[src/rtl/hcp_pkg.sv]
// Shared types of the host command parser.
// Assumes nothing beyond a single clock domain.
package hcp_pkg;
    typedef enum logic [2:0] {
        ST_IDLE,
        ST_OP2,
        ST_PAIR_A,
        ST_PAIR_B,
        ST_PAGE,
        ST_BANK,
        ST_START
    } hcp_state_t;

    typedef enum logic [1:0] {
        OPK_UPLOAD,
        OPK_DOWNLOAD,
        OPK_OTHER
    } hcp_kind_t;
endpackage

[src/rtl/hcp_timer.sv]
// Inter-byte timeout counter.
// Counts cycles while `run` is high and no byte arrives.
// `expired` is raised in the cycle that completes LIMIT waiting cycles.
// Assumes `restart` pulses on every accepted byte.
module hcp_timer #(
    parameter int LIMIT = 64
) (
    input  logic clk,
    input  logic rst_n,
    input  logic run,
    input  logic restart,
    output logic expired
);
    localparam int CW = $clog2(LIMIT + 1);
    localparam logic [CW-1:0] LAST = CW'(LIMIT - 1);

    logic [CW-1:0] cnt;

    // count waiting cycles, saturating at LAST
    always_ff @(posedge clk) begin
        if (!rst_n || !run || restart) begin
            cnt <= '0;
        end else if (cnt != LAST) begin
            cnt <= cnt + 1'b1;
        end
    end

    // expiry when the window is used up and no byte is present
    always_comb begin
        expired = run && !restart && (cnt == LAST);
    end


    tmr_bound_chk: assert property (@(posedge clk) disable iff (!rst_n)
        cnt <= LAST);

    tmr_idle_clear_chk: assert property (@(posedge clk) disable iff (!rst_n)
        !run |=> cnt == '0);
endmodule

[src/rtl/hcp_op_decode.sv]
// Classifies an opcode byte pair as upload, download or other.
// Both bytes must match for a known kind.
module hcp_op_decode #(
    parameter int          DW    = 8,
    parameter logic [DW-1:0] UP_B0 = 8'h55,
    parameter logic [DW-1:0] UP_B1 = 8'h50,
    parameter logic [DW-1:0] DN_B0 = 8'h44,
    parameter logic [DW-1:0] DN_B1 = 8'h4C
) (
    input  logic [DW-1:0]      op_hi,
    input  logic [DW-1:0]      op_lo,
    output hcp_pkg::hcp_kind_t kind
);
    // pairwise compare against both known opcodes
    always_comb begin
        if (op_hi == UP_B0 && op_lo == UP_B1) begin
            kind = hcp_pkg::OPK_UPLOAD;
        end else if (op_hi == DN_B0 && op_lo == DN_B1) begin
            kind = hcp_pkg::OPK_DOWNLOAD;
        end else begin
            kind = hcp_pkg::OPK_OTHER;
        end
    end
endmodule

[src/rtl/host_cmd_parser.sv]
// Host command protocol parser.
// Decodes connect, upload and download commands from a byte stream.
// Every step is answered with a one-byte reply.
// An accepted transfer is handed to the sequencer one cycle after its acknowledge.
// Assumes the sequencer raises xfer_busy in the cycle after xfer_start.
module host_cmd_parser #(
    parameter int            DW             = 8,
    parameter int            TIMEOUT_CYCLES = 64,
    parameter logic [DW-1:0] ACK_CODE       = 8'h06,
    parameter logic [DW-1:0] NACK_CODE      = 8'h15,
    parameter logic [DW-1:0] CON_B0         = 8'h43,
    parameter logic [DW-1:0] CON_B1         = 8'h4E,
    parameter logic [DW-1:0] CON_B2         = 8'h31,
    parameter logic [DW-1:0] CON_B3         = 8'h32,
    parameter logic [DW-1:0] CON_B4         = 8'h33,
    parameter logic [DW-1:0] CON_B5         = 8'h34,
    parameter logic [DW-1:0] UP_B0          = 8'h55,
    parameter logic [DW-1:0] UP_B1          = 8'h50,
    parameter logic [DW-1:0] DN_B0          = 8'h44,
    parameter logic [DW-1:0] DN_B1          = 8'h4C
) (
    input  logic          clk,
    input  logic          rst_n,
    input  logic          rx_valid,
    input  logic [DW-1:0] rx_data,
    input  logic          xfer_busy,
    output logic          rsp_valid,
    output logic [DW-1:0] rsp_data,
    output logic          xfer_start,
    output logic          xfer_dir,
    output logic [DW-1:0] xfer_pages,
    output logic [DW-1:0] xfer_banks,
    output logic          connected
);
    import hcp_pkg::*;

    localparam int PAIRS = 2;  // challenge pairs after the opcode pair

    hcp_state_t     state;
    hcp_kind_t      kind;
    logic [DW-1:0]  op_hi, op_lo, pair_hi;
    logic           pair_idx;
    logic           waiting, tmo;
    logic [2*DW-1:0] pair_exp [PAIRS];

    assign pair_exp[0] = {CON_B2, CON_B3};
    assign pair_exp[1] = {CON_B4, CON_B5};

    // states in which a further byte is awaited under timeout
    always_comb begin
        waiting = (state == ST_OP2) || (state == ST_PAIR_A) || (state == ST_PAIR_B)
               || (state == ST_PAGE) || (state == ST_BANK);
    end

    hcp_timer #(.LIMIT(TIMEOUT_CYCLES)) u_tmr (
        .clk     (clk),
        .rst_n   (rst_n),
        .run     (waiting),
        .restart (rx_valid),
        .expired (tmo)
    );

    hcp_op_decode #(.DW(DW), .UP_B0(UP_B0), .UP_B1(UP_B1),
                    .DN_B0(DN_B0), .DN_B1(DN_B1)) u_dec (
        .op_hi (op_hi),
        .op_lo (op_lo),
        .kind  (kind)
    );

    // command sequencing, replies and start request
    always_ff @(posedge clk) begin
        if (!rst_n) begin
            state      <= ST_IDLE;
            op_hi      <= '0;
            op_lo      <= '0;
            pair_hi    <= '0;
            pair_idx   <= 1'b0;
            rsp_valid  <= 1'b0;
            rsp_data   <= '0;
            xfer_start <= 1'b0;
            xfer_dir   <= 1'b0;
            xfer_pages <= '0;
            xfer_banks <= '0;
            connected  <= 1'b0;
        end else begin
            rsp_valid  <= 1'b0;
            xfer_start <= 1'b0;
            case (state)
                ST_IDLE: begin
                    if (rx_valid && !xfer_busy) begin
                        op_hi <= rx_data;
                        state <= ST_OP2;
                    end
                end
                ST_OP2: begin
                    if (rx_valid) begin
                        if (op_hi == CON_B0) begin
                            rsp_valid <= 1'b1;
                            if (rx_data == CON_B1) begin
                                rsp_data <= ACK_CODE;
                                pair_idx <= 1'b0;
                                state    <= ST_PAIR_A;
                            end else begin
                                rsp_data <= NACK_CODE;
                                state    <= ST_IDLE;
                            end
                        end else begin
                            op_lo <= rx_data;
                            state <= ST_PAGE;
                        end
                    end else if (tmo) begin
                        rsp_valid <= 1'b1;
                        rsp_data  <= NACK_CODE;
                        state     <= ST_IDLE;
                    end
                end
                ST_PAIR_A: begin
                    if (rx_valid) begin
                        pair_hi <= rx_data;
                        state   <= ST_PAIR_B;
                    end else if (tmo) begin
                        rsp_valid <= 1'b1;
                        rsp_data  <= NACK_CODE;
                        state     <= ST_IDLE;
                    end
                end
                ST_PAIR_B: begin
                    if (rx_valid) begin
                        rsp_valid <= 1'b1;
                        if ({pair_hi, rx_data} == pair_exp[pair_idx]) begin
                            rsp_data <= ACK_CODE;
                            if (pair_idx) begin
                                connected <= 1'b1;
                                state     <= ST_IDLE;
                            end else begin
                                pair_idx <= 1'b1;
                                state    <= ST_PAIR_A;
                            end
                        end else begin
                            rsp_data <= NACK_CODE;
                            state    <= ST_IDLE;
                        end
                    end else if (tmo) begin
                        rsp_valid <= 1'b1;
                        rsp_data  <= NACK_CODE;
                        state     <= ST_IDLE;
                    end
                end
                ST_PAGE: begin
                    if (rx_valid) begin
                        xfer_pages <= rx_data;
                        state      <= ST_BANK;
                    end else if (tmo) begin
                        rsp_valid <= 1'b1;
                        rsp_data  <= NACK_CODE;
                        state     <= ST_IDLE;
                    end
                end
                ST_BANK: begin
                    if (rx_valid) begin
                        xfer_banks <= rx_data;
                        rsp_valid  <= 1'b1;
                        if (connected && kind != OPK_OTHER) begin
                            rsp_data <= ACK_CODE;
                            xfer_dir <= (kind == OPK_DOWNLOAD);
                            state    <= ST_START;
                        end else begin
                            rsp_data <= NACK_CODE;
                            state    <= ST_IDLE;
                        end
                    end else if (tmo) begin
                        rsp_valid <= 1'b1;
                        rsp_data  <= NACK_CODE;
                        state     <= ST_IDLE;
                    end
                end
                ST_START: begin
                    xfer_start <= 1'b1;
                    state      <= ST_IDLE;
                end
                default: state <= ST_IDLE;
            endcase
        end
    end


    start_after_ack_chk: assert property (@(posedge clk) disable iff (!rst_n)
        xfer_start |-> ($past(rsp_valid) && $past(rsp_data) == ACK_CODE));

    start_needs_conn_chk: assert property (@(posedge clk) disable iff (!rst_n)
        xfer_start |-> connected);

    conn_sticky_chk: assert property (@(posedge clk) disable iff (!rst_n)
        connected |=> connected);

    rsp_code_chk: assert property (@(posedge clk) disable iff (!rst_n)
        rsp_valid |-> (rsp_data == ACK_CODE || rsp_data == NACK_CODE));

    busy_ignore_chk: assert property (@(posedge clk) disable iff (!rst_n)
        (state == ST_IDLE && xfer_busy) |=> state == ST_IDLE);

    one_output_chk: assert property (@(posedge clk) disable iff (!rst_n)
        !(rsp_valid && xfer_start));
endmodule

[config.mk]
export PLATFORM = sky130hd
export DESIGN_NAME = host_cmd_parser
export DESIGN_NICKNAME = d
export VERILOG_FILES = /design/src/rtl/hcp_pkg.sv /design/src/rtl/hcp_timer.sv /design/src/rtl/hcp_op_decode.sv /design/src/rtl/host_cmd_parser.sv
export SDC_FILE = /design/constraint.sdc
export NUM_CORES = 1
export LEC_CHECK = 0
export BUFFER_PORTS_ARGS = -buffer_cell sky130_fd_sc_hd__buf_2
export CORE_MARGIN = 10
export CORE_UTILIZATION = 45
export CTS_CLUSTER_DIAMETER = 100
export CTS_CLUSTER_SIZE = 25
export DETAILED_ROUTE_END_ITERATION = 7
export GPL_ROUTABILITY_DRIVEN = 0
export MAX_ROUTING_LAYER = met4
export PLACE_DENSITY = 0.65
export SLEW_MARGIN = 20
export SYNTH_ARGS = -nofsm -noshare
export SYNTH_HDL_FRONTEND = slang
export SYNTH_SLANG_ARGS = --single-unit
[constraint.sdc]
create_clock -name clk -period 2.2 [get_ports clk]
set_input_delay 0.11 -clock clk [delete_from_list [all_inputs] [get_ports clk]]
set_output_delay 0.11 -clock clk [all_outputs]
set_load 0.01 [all_outputs]
==> flow_summary.yaml, run 1 <==
outcome:
  outcome: "complete, no violations"
route:
  num_vias: 2607
  dr.pass1.iters: 5
  wl_per_cell_um: 16.3
  drtAntennaViolNets: 0
  avgViaCountPerCell: 5.64
  drc: 0
  drt_iter0_markers: 149
  routed_wl_um: 7530
synthesis:
  syn_inst: 333
  synth_seq_cells: 63
  async_flop_share: 0
  syn_avg_cell_area_um2: 8.65
  syn-cell-area_um2: 2880
  synth-edff-count: 0
  yosysUniqueCellTypes: 63
  yosysSeqAreaShare: 0.438
  synthFlopType: "dfxtp_1"
  syn-num-nets: 347
  ys_warn_count: 0
clock_network:
  h-tree-depth: 3
  cts_tree: "done"
  post_cts_resized: 0
  clock-sinks: 63
  cts.path.max_buffers: 2
  clock_latency_ns: 0.34
  numCtsBuffers: 9
  cts_root_buf: "clkbuf_8"
  cts_hold_buf: 0
  post_cts.repair.setup_buffers: 0
  clkTransAtPathRegs_ns: 0.07
floorplan:
  die_w_um: 100
  die-area_um2: 10000
  start_util: 0.459
  die_h_um: 100
  io_pins: 40
  core_region_area_um2: 6280
  rows: 29
worst_setup_path:
  cpPeakStageDelay_ns: 0.54
  crit_buf_inv: 0
  cp-endpoint: "rsp_data[0]"
  cp_num_cells: 5
  r2r_end: "rsp_data[0]"
  crit_fanout: 6
  r2r_start: "pair_idx"
  cp-end-kind: "register"
  crit_family: "simple AND/OR/NAND/NOR gates"
  rrSetupSlack_ns: 0.15
  crit_type: "register to register"
  worst_ep_arrival_time_ns: 2.26
  crit_slowest_cell: "or4b_4"
  crit_path_start_kind: "register"
  ff2ff_path_depth: 5
  path_cells: "or4b_4, a2111oi_4, a31oi_1, nor3_1, a311oi_1"
  critPathLaunch: "pair_idx"
  required_ns: 2.41
timing:
  hold_viol_final: 0
  finalSetupTns_ns: 0
  fin_crit_ns: 2.05
  max_freq_mhz: 488
  max_slew_margin: 0.656
  rsz0062_at_grt: "false"
  post-route-period-util: 0.931
  tightest_slew_ns: 0.514
  clock-skew-final_ns: 0.00956
  finalMaxSlewViolations: 0
  setup_viol: 0
place:
  dp_hpwl_um: 5480
  port_buffers: 39
  post_dp_cell_area_um2: 3210
  dp.cells: 446
finish:
  fin_cells: 462
  final_area_um2: 3410
  synthToLayoutAreaGrowth_pct: 18.4
  num-fill-cells: 598
  final_nets: 394
  drive_gt1_frac: 0.210
  utilization: 0.543
  n_antenna_cell: 0
global_routing:
  grt_pass1_vias: 2494
  grt_pass1_wl_um: 12300
  overflow: 0
  antenna_found_initial: 0
  grt_usage: 0.155
  grt_start_max_net_pins: 43
pwr:
  p_leak_nw: 1.35
  ir_worst_vdd_mv: 0.375
  p_per_area_nw_per_um2: 699
  power_mw: 2.38
hold_path:
  hp-class: "input pin to register"
job:
  max_cap_violations: 0
[flip-flops by register name, indices dropped and copies added (netlist names)]
signal and count:
u_tmr.cnt 7, state 3, xfer_banks 8, xfer_start 1, pair_hi 8, op_hi 8
connected 1, rsp_valid 1, rsp_data 8, xfer_pages 8, pair_idx 1, xfer_dir 1
op_lo 8
[logic make-up (layout without fill, tap and decap cells)]
logic type | count (synthesis) | count (layout) | share of synthesized area
AO/OA/AOI/OAI | 72 | 72 | 0.174
XOR/XNOR | 4 | 4 | 0.0122
adder cells (fa/ha/maj) | 2 | 2 | 0.00869
buffers and inverters | 22 | 74 | 0.0322
flip-flops | 63 | 63 | 0.438
multiplexers | 20 | 20 | 0.0700
AND/OR/NAND/NOR | 150 | 150 | 0.265
[routing by layer]
layer	part of all wire	vias up	global-route usage
met4	0.017	0	0.0739
met3	0.046	13	0.0343
met5	0	-	-
li1	-	1292	-
met2	0.48	58	0.240
met1	0.46	1244	0.188
[worst min path at each step]
stage | from | endpoint | depth (start not counted)
floorplan | rx_data[0] | pair_hi[0] | 2
global placement | rx_data[0] | xfer_banks[0] | 3
detailed placement | rx_data[0] | pair_hi[0] | 3
CTS | rx_data[0] | pair_hi[0] | 3
global route | rx_data[5] | xfer_pages[5] | 3
finish | rx_data[0] | pair_hi[0] | 3
[final cells by class]
class | count | area (µm²) | area share
Clock buffer | 9 | 124 | 0.0363
Multi-Input combinational cell | 248 | 1530 | 0.449
Clock inverter | 7 | 73.8 | 0.0217
Tap cell | 77 | 96.3 | 0.0283
Timing Repair Buffer | 54 | 308 | 0.0903
Inverter | 4 | 15.0 | 0.00441
Sequential cell | 63 | 1260 | 0.370
[tightest hold or removal path, stage by stage]
cell and delay [ns]:
buf_2 0.14, nand2_1 0.07, a21oi_1 0.05
[cell usage after synthesis (3+ instances only)]
| master | instances | area [µm²] |
|---|---|---|
| o31ai_1 | 3 | 22.5 |
| nor2_1 | 31 | 116 |
| or4b_1 | 3 | 30.0 |
| a211oi_1 | 3 | 22.5 |
| mux2i_1 | 19 | 190 |
| nand3_1 | 6 | 30.0 |
| o21a_1 | 3 | 22.5 |
| nand2_1 | 62 | 233 |
| nor3_1 | 6 | 30.0 |
| and3_1 | 7 | 43.8 |
| a31oi_1 | 3 | 18.8 |
| a21oi_1 | 31 | 155 |
| nand4_1 | 3 | 18.8 |
| nand4b_1 | 3 | 26.3 |
| nand2b_1 | 4 | 25.0 |
| a311oi_1 | 3 | 26.3 |
| nor3b_1 | 3 | 22.5 |
| o21ai_1 | 3 | 15.0 |
| inv_1 | 3 | 11.3 |
| dfxtp_1 | 63 | 1260 |
| or2_1 | 3 | 18.8 |
| clkbuf_1 | 15 | 56.3 |
[power by group]
| group | switching (mW) | total [mW] | leakage [nW] | internal, mW |
|---|---|---|---|---|
| clock | 0.479 | 1.00 | 0.0992 | 0.524 |
| combinational | 0.125 | 0.205 | 0.737 | 0.0796 |
| sequential | 0.0138 | 1.18 | 0.509 | 1.16 |
[stage by stage]
| stage | hold WS, ns | setup WS, ns |
|---|---|---|
| after floorplan | 0.246 | 0.381 |
| after global placement | 0.434 | 0.171 |
| after detailed placement | 0.431 | 0.136 |
| after CTS | 0.0614 | 0.126 |
| after global routing | 0.0838 | 0.0508 |
| final | 0.0749 | 0.152 |
[placed cells by master, fill, tap and decap left out, types with 4 or more instances in the layout]
cell type  netlist  layout
nor3_1           6       6
nand3_1          6       6
nor2_1          31      31
and3_1           7       7
buf_2            2      39
nand2_1         62      62
mux2i_1         19      19
buf_4            0      15
nand2b_1         4       4
a21oi_1         31      31
clkbuf_8         0       9
dfxtp_1         63      63
Note: power is estimated with default switching activity, not from simulation.
==> run 2, diff against run 1 <==
--- a/config.mk
+++ b/config.mk
@@ -8,6 +8,7 @@
 export BUFFER_PORTS_ARGS = -buffer_cell sky130_fd_sc_hd__buf_2
 export CORE_MARGIN = 10
 export CORE_UTILIZATION = 45
+export CTS_BUF_LIST = sky130_fd_sc_hd__clkbuf_16
 export CTS_CLUSTER_DIAMETER = 100
 export CTS_CLUSTER_SIZE = 25
 export DETAILED_ROUTE_END_ITERATION = 7
==> constraint.sdc (replaced) <==
create_clock -name clk -period 2.3 [get_ports clk]
set_input_delay 0.115 -clock clk [delete_from_list [all_inputs] [get_ports clk]]
set_output_delay 0.115 -clock clk [all_outputs]
set_load 0.01 [all_outputs]
==> run 2 against run 1 <==
Maximum frequency is 4.9% lower; clock skew is 0.0034 ns lower; die area stayed put; sequential power is 4% lower; global-route usage is 0.31 points higher; sequential share of layout area is 0.51 points lower; hold slack better by 0.032 ns; final area is 1.4% higher; cell count is 0.43% lower; total power is 6.3% higher; highest routed layer unchanged.
==> flow_summary.yaml, run 2 (synthesis results as in run 1) <==
timing:
  post-route-period-util: 0.937
  fin_crit_ns: 2.16
  max_slew_margin: 0.450
  max_freq_mhz: 464
  rsz0062_at_grt: "false"
  hold_ws_ns: 0.107
  finalMaxSlewViolations: 0
  clock-skew-final_ns: 0.00618
  finalSetupTns_ns: 0
  setup_viol: 0
  hold_viol_final: 0
  fin_ws_ns: 0.145
  tightest_slew_ns: 0.823
finish:
  utilization: 0.551
  n_antenna_cell: 0
  num-fill-cells: 605
  synthToLayoutAreaGrowth_pct: 20.0
  final_area_um2: 3460
  final_nets: 392
  drive_gt1_frac: 0.196
  final_cell_mix: "dfxtp_1 (63), nand2_1 (62), buf_2 (39)"
  final_common_cell: "dfxtp_1"
  fin_cells: 460
route:
  drc: 0
  avgViaCountPerCell: 5.58
  wl_per_cell_um: 16.5
  dr.pass1.iters: 4
  drtAntennaViolNets: 0
  num_vias: 2569
  drt_iter0_markers: 141
  routed_wl_um: 7600
global_routing:
  grt_pass1_wl_um: 12500
  grt_usage: 0.158
  use_met1: 0.196
  grt_pass1_vias: 2467
  overflow: 0
  antenna_found_initial: 0
  grt_busiest_layer: "met2"
  grt_start_max_net_pins: 43
  met2_usage: 0.245
  use_met3: 0.0385
place:
  place_ws_ns: 0.194
  dp.cells: 444
  port_buffers: 39
  dp_hpwl_um: 5290
  post_dp_cell_area_um2: 3190
hold_path:
  hp-class: "input pin to register"
  hold_depth: 2
worst_setup_path:
  crit_buf_inv: 0
  crit_family: "compound AO/OA/AOI/OAI gates"
  ff2ff_path_depth: 5
  cp-end-kind: "register"
  worst_ep_arrival_time_ns: 2.34
  crit_path_start_kind: "register"
  crit_fanout: 6
  required_ns: 2.49
  cp_num_cells: 5
  crit_slowest_cell: "or4b_4"
  cpPeakStageDelay_ns: 0.55
  crit_type: "register to register"
  path_cells: "or4b_4, a2111oi_4, a31oi_1, o31ai_1, a221oi_1"
job:
  max_cap_violations: 0
clock_network:
  numCtsBuffers: 9
  post_cts_resized: 0
  cts.path.max_buffers: 2
  cts_hold_buf: 0
  clock-sinks: 63
  cts_root_buf: "clkbuf_16"
  clkTransAtPathRegs_ns: 0.06
  clock_latency_ns: 0.33
  cts_tree: "done"
  post_cts.repair.setup_buffers: 0
  h-tree-depth: 3
floorplan:
  io_pins: 40
  die-area_um2: 10000
  rows: 29
  core_region_area_um2: 6280
  start_util: 0.459
  die_w_um: 100
  die_h_um: 100
pwr:
  ir_worst_vdd_mv: 0.436
  p_leak_nw: 1.36
  p_per_area_nw_per_um2: 733
  power_mw: 2.53
outcome:
  outcome: "complete, no violations"
[run 2: worst paths after layout]
| path | to | start | slack (ns) |
|---|---|---|---|
| min reg2reg | xfer_pages[5] | xfer_pages[5] | 0.45 |
| min | connected | rst_n | 0.11 |
| max | rsp_data[4] | pair_idx | 0.14 |
| max reg2reg | rsp_data[4] | pair_idx | 0.14 |
[run 2: worst reg2reg max path, stage by stage (launching register included)]
cell,delay (ns)
dfxtp_1,0.37
or4b_4,0.55
a2111oi_4,0.54
a31oi_1,0.16
o31ai_1,0.27
a221oi_1,0.14
[run 2: final cells by class]
type,count,area (µm²),area share
well taps,77,96.3,0.0279
clock buffers,9,225,0.0652
inverters,4,15.0,0.00434
flip-flops and latches,63,1260,0.365
multi-input cells,248,1530,0.441
clock inverters,7,40.0,0.0116
repair buffers,52,293,0.0847
[run 2: layer usage]
| metal | part of all wire | vias to the layer above |
|---|---|---|
| li1 | - | 1281 |
| met1 | 0.47 | 1214 |
| met2 | 0.48 | 67 |
| met3 | 0.047 | 7 |
| met4 | 0.0070 | 0 |
| met5 | 0 | - |
[run 2: where the power goes]
part	total, mW	internal (mW)	switching [mW]
clock	1.21	0.716	0.492
combinational	0.198	0.0778	0.120
sequential	1.13	1.11	0.0136
